--- config.mk ---
export PLATFORM = sky130hd
export DESIGN_NAME = gpio_evt_detect
export DESIGN_NICKNAME = d
export VERILOG_FILES = /design/src/rtl/gpio_evt_pkg.sv /design/src/rtl/gpio_evt_ctrl.sv /design/src/rtl/gpio_evt_dp.sv /design/src/rtl/gpio_evt_detect.sv
export SDC_FILE = /design/constraint.sdc
export NUM_CORES = 1
export LEC_CHECK = 0
export BUFFER_PORTS_ARGS = -buffer_cell sky130_fd_sc_hd__clkbuf_2
export CAP_MARGIN = 10
export CORE_MARGIN = 2
export CORE_UTILIZATION = 40
export CTS_CLUSTER_DIAMETER = 50
export CTS_CLUSTER_SIZE = 40
export DETAILED_ROUTE_END_ITERATION = 6
export HOLD_SLACK_MARGIN = 0.12
export PLACE_DENSITY = 0.85
export SLEW_MARGIN = 20
export SYNTH_ARGS = -nofsm -noshare
export SYNTH_HDL_FRONTEND = slang
export SYNTH_SLANG_ARGS = --single-unit
--- constraint.sdc ---
create_clock -name clk -period 2 [get_ports clk]
set_clock_uncertainty 0.15 [all_clocks]
set_input_delay 0.2 -clock clk [delete_from_list [all_inputs] [get_ports clk]]
set_output_delay 0.2 -clock clk [all_outputs]
set_load 0.02 [all_outputs]
--- src/rtl/gpio_evt_pkg.sv ---
package gpio_evt_pkg;

  typedef enum logic [1:0] {
    POL_LOW  = 2'b00,
    POL_HIGH = 2'b01,
    POL_BOTH = 2'b10,
    POL_OFF  = 2'b11
  } polCodeT;

  // Per-pin strobes from control to datapath
  typedef struct packed {
    logic intSet;
    logic wakeSet;
    logic clr;
  } stbT;

endpackage

--- src/rtl/gpio_evt_ctrl.sv ---
module gpio_evt_ctrl
  import gpio_evt_pkg::*;
#(
  parameter int NP = 4
) (
  input  logic                 clk,
  input  logic                 rstN,
  input  logic [NP-1:0]        pinLvl,
  input  logic [NP-1:0]        intEn,
  input  logic [NP-1:0]        wakeEn,
  input  logic [NP-1:0]        lvlTrig,
  input  logic [2*NP-1:0]      actCode,
  input  logic [NP-1:0]        clrSts,
  output stbT  [NP-1:0]        stb
);

  logic [NP-1:0] prevLvl;
  logic          armed;

  // History of the pin level; armed blocks a false edge right after reset
  always_ff @(posedge clk or negedge rstN) begin
    if (!rstN) begin
      prevLvl <= '0;
      armed   <= 1'b0;
    end else begin
      prevLvl <= pinLvl;
      armed   <= 1'b1;
    end
  end

  for (genvar i = 0; i < NP; i++) begin : gPin
    polCodeT pol;
    logic    rise, fall, hit;

    assign pol  = polCodeT'(actCode[2*i +: 2]);
    assign rise = armed & ~prevLvl[i] &  pinLvl[i];
    assign fall = armed &  prevLvl[i] & ~pinLvl[i];

    always_comb begin
      hit = 1'b0;
      if (lvlTrig[i]) begin
        case (pol)
          POL_LOW:  hit = ~pinLvl[i];
          POL_HIGH: hit =  pinLvl[i];
          default:  hit = 1'b0;
        endcase
      end else begin
        case (pol)
          POL_LOW:  hit = fall;
          POL_HIGH: hit = rise;
          POL_BOTH: hit = rise | fall;
          default:  hit = 1'b0;
        endcase
      end
    end

    assign stb[i].intSet  = hit & intEn[i];
    assign stb[i].wakeSet = hit & wakeEn[i];
    assign stb[i].clr     = clrSts[i];
  end

endmodule

--- src/rtl/gpio_evt_dp.sv ---
module gpio_evt_dp
  import gpio_evt_pkg::*;
#(
  parameter int NP = 4
) (
  input  logic          clk,
  input  logic          rstN,
  input  stbT  [NP-1:0] stb,
  input  logic [NP-1:0] unmask,
  output logic [NP-1:0] intSts,
  output logic [NP-1:0] wakeSts,
  output logic [NP-1:0] pending,
  output logic [NP-1:0] irq
);

  for (genvar i = 0; i < NP; i++) begin : gBit
    // Set has priority over clear
    always_ff @(posedge clk or negedge rstN) begin
      if (!rstN) begin
        intSts[i]  <= 1'b0;
        wakeSts[i] <= 1'b0;
      end else begin
        if (stb[i].intSet)   intSts[i] <= 1'b1;
        else if (stb[i].clr) intSts[i] <= 1'b0;
        if (stb[i].wakeSet)  wakeSts[i] <= 1'b1;
        else if (stb[i].clr) wakeSts[i] <= 1'b0;
      end
    end
  end

  assign pending = intSts | wakeSts;
  assign irq     = intSts & unmask;

endmodule

--- src/rtl/gpio_evt_detect.sv ---
module gpio_evt_detect
  import gpio_evt_pkg::*;
#(
  parameter int NP = 4
) (
  input  logic              clk,
  input  logic              rstN,
  input  logic [NP-1:0]     pinLvl,
  input  logic [NP-1:0]     intEn,
  input  logic [NP-1:0]     wakeEn,
  input  logic [NP-1:0]     unmask,
  input  logic [NP-1:0]     lvlTrig,
  input  logic [2*NP-1:0]   actCode,
  input  logic [NP-1:0]     clrSts,
  output logic [NP-1:0]     intSts,
  output logic [NP-1:0]     wakeSts,
  output logic [NP-1:0]     pending,
  output logic [NP-1:0]     irq
);

  stbT [NP-1:0] stb;

  gpio_evt_ctrl #(.NP(NP)) uCtrl (
    .clk(clk), .rstN(rstN), .pinLvl(pinLvl), .intEn(intEn), .wakeEn(wakeEn),
    .lvlTrig(lvlTrig), .actCode(actCode), .clrSts(clrSts), .stb(stb)
  );

  gpio_evt_dp #(.NP(NP)) uDp (
    .clk(clk), .rstN(rstN), .stb(stb), .unmask(unmask),
    .intSts(intSts), .wakeSts(wakeSts), .pending(pending), .irq(irq)
  );

endmodule

==> flow_summary.ini <==
[outcome]
status = completed

[timing]
worst_slack_ns = 0.05976
setup_viol = 0
final_max_slew_viol_count = 0
hold_ws_ns = 0.1681
period_share_pct = 97.01
hold_viol = 0
finalCriticalPeriod_ns = 1.940
max_freq_mhz = 515.4

[yosys]
async_flop_share_pct = 100.0
synth_area_per_cell_sq_um = 9.894
yosysWarnings = 0
synth_seq_cells = 13
synth_cell_types = 20
syn_inst = 76
synth_fp_nets = 110
ys_seq_area_share_pct = 43.26
synth_area_leaders = dfrtp_1 43%, or4bb_1 9.0%, inv_1 6.5%, o211ai_2 5.0%, o22ai_1 5.0%
yosysTopAreaCell = dfrtp_1
netlist_area_sq_um = 752.0
synthFlopType = dfrtp_1
synth_edf_count = 0
synth_common_cells = 13 x dfrtp_1, 13 x inv_1, 6 x o22ai_1, 6 x or4bb_1, 5 x nand2_1
synth_top_area_share_pct = 43.26

[worst_setup_path]
slowest_stage = dlygate4sd3_1
crit_fanout = 4
critPathBufInv = 3
crit_chain = dlygate4sd3_1 > clkbuf_2 > xor2_1 > nor3b_2 > a21oi_1 > dlygate4sd3_1 > o21ai_0
endpoint_kind = flip-flop
crit_top_cell = dlygate4sd3_1
path_class = in2reg
crit_required_ns = 2.04
crit_path_start_kind = input port
path_delay_family = buffers and inverters
crit_arrival_ns = 1.98
max_stage_delay_ns = 0.55

[placed_design]
port_buffers = 49
placed_cells = 150
globalplace.congestion = 0.7346
place_area_sq_mm = 0.001028
place_ws_ns = 0.4117
dp_hpwl_microns = 1519

[routing]
routedWlPerCell_microns = 12.34
drc_errors = 0
drt-pass1-iter-count = 4
wirelength_microns = 2123
viasPerCell = 4.895
detail-route-antenna-nets = 0
vias = 842
first_iter_violations = 4

[global_route]
grt_overflow = 0
grtUsageTotal_pct = 20.84
grt_max_degree = 14
grt_pass1_wl_microns = 3091
antenna_found_initial = 0
grt_pass1_vias = 798

[flow_run]
maxCapViolations = 0

[finish]
fin_nets = 182
area_delta_synth_final_pct = 64.89
fin_cells = 172
layout-drive-gt1-share_pct = 43.54
design_area_sq_mm = 0.001240
antenna_cells = 0

[cts]
cts_buffer_depth = 2
cts_root_buf = clkbuf_4
cts_htree_levels = 1
clk_latency_ns = 0.27
clock_sinks = 13
cts_tree = yes
cts_buffers = 3
clk_pin_slew_ns = 0.07
post-cts-setup-buffers = 0

[floorplan]
fp.coreArea_sq_mm = 0.001745
dieWidth_microns = 47.36
dieArea_sq_mm = 0.002243
initial_core_util_pct = 43.08
die_y_microns = 47.36
ios = 50
num_rows = 15

[power_and_ir_drop]
p_total_w = 0.0006821
cellLeakagePower_nw = 0.6529
ir_drop_uv = 363.1
power_per_cell_area_mw_per_mm2 = 550.1

[worst_hold_path]
hold_class = in2reg
path summary, 6_finish.rpt:
check                                   endpoint              from  slack [ns]  cells past startpoint
worst max-delay path              uDp.wakeSts[1]         pinLvl[1]        0.06                      7
worst max register to register    uDp.wakeSts[3]  uCtrl.prevLvl[3]        0.43                      4
worst min-delay path               uDp.intSts[0]        actCode[1]        0.17                      4
max in group asynchronous       uCtrl.prevLvl[0]              rstN        1.25                      2
worst min register to register    uDp.wakeSts[2]    uDp.wakeSts[2]        0.41                      2
min in group asynchronous       uCtrl.prevLvl[3]              rstN        0.21                      2
repair_timing:
action                     in CTS  in global routing
gates resized for setup         0                  1
hold endpoints to repair       25                  0
setup endpoints to repair       0                  2
hold buffers                   18                  0
layout by cell type (no fill, tap or decap):
master / n
nor2b_1: 2
nor4_1: 1
o211ai_2: 3
a21oi_1: 2
o22ai_1: 6
a21oi_2: 3
inv_1: 13
conb_1: 1
xor2_1: 4
or4b_2: 3
dlygate4sd3_1: 18
clkbuf_2: 49
or4bb_1: 6
a31oi_1: 1
clkbuf_1: 1
dfrtp_1: 13
mux2_2: 1
nor3b_1: 3
clkbuf_4: 3
nor3b_2: 1
nor2_1: 1
and2_1: 4
or2_2: 1
o21ai_0: 2
nand2_1: 5
layout make-up:
cell class	instances	area (sq um)
fill	142	505.5
timing repair buffer	67	425.4
tap	25	31.28
multi-input combinational	50	382.9
inverter	13	48.80
sequential	13	325.3
clock buffer	4	26.28
cells by family after synthesis:
kind of cell / share of synthesized area (%)
buffers and inverters: 6.490
multiplexers: 1.497
AND/OR/NAND/NOR: 26.62
XOR/XNOR: 4.658
flip-flops: 43.26
AO/OA/AOI/OAI: 16.97
other: 0.4987
per-layer routing:
layer  track usage [%]  vias up  wire (microns)
met5                 0        -               0
met4             11.67        0              27
met3             3.846        2             104
met2             43.51       33            1253
met1             17.27      395             736
li1                  -      412               -
worst min-delay path: stages:
cell	delay (ns)
clkbuf_2	0.10
nor3b_1	0.05
a21oi_2	0.11
o22ai_1	0.08
state kept, by name, summed over array words and instances, names as in the netlist:
name           cells
uCtrl.prevLvl      4
uDp.intSts         4
uDp.wakeSts        4
uCtrl.armed        1
stage by stage:
stage,util [%],setup TNS [ns]
2_1_floorplan,-,0
3_3_place_gp,58.92,0
3_5_place_dp,58.92,0
4_1_cts,70.75,0
5_1_grt,71.04,-0.02412
6_report,71.04,0
power by group:
group          internal, W  total (W)  switching [W]
clock            0.0000772   0.000156      0.0000785
sequential        0.000284   0.000300      0.0000166
combinational     0.000107   0.000226       0.000120
No activity file was read; power rests on OpenSTA's default activity.
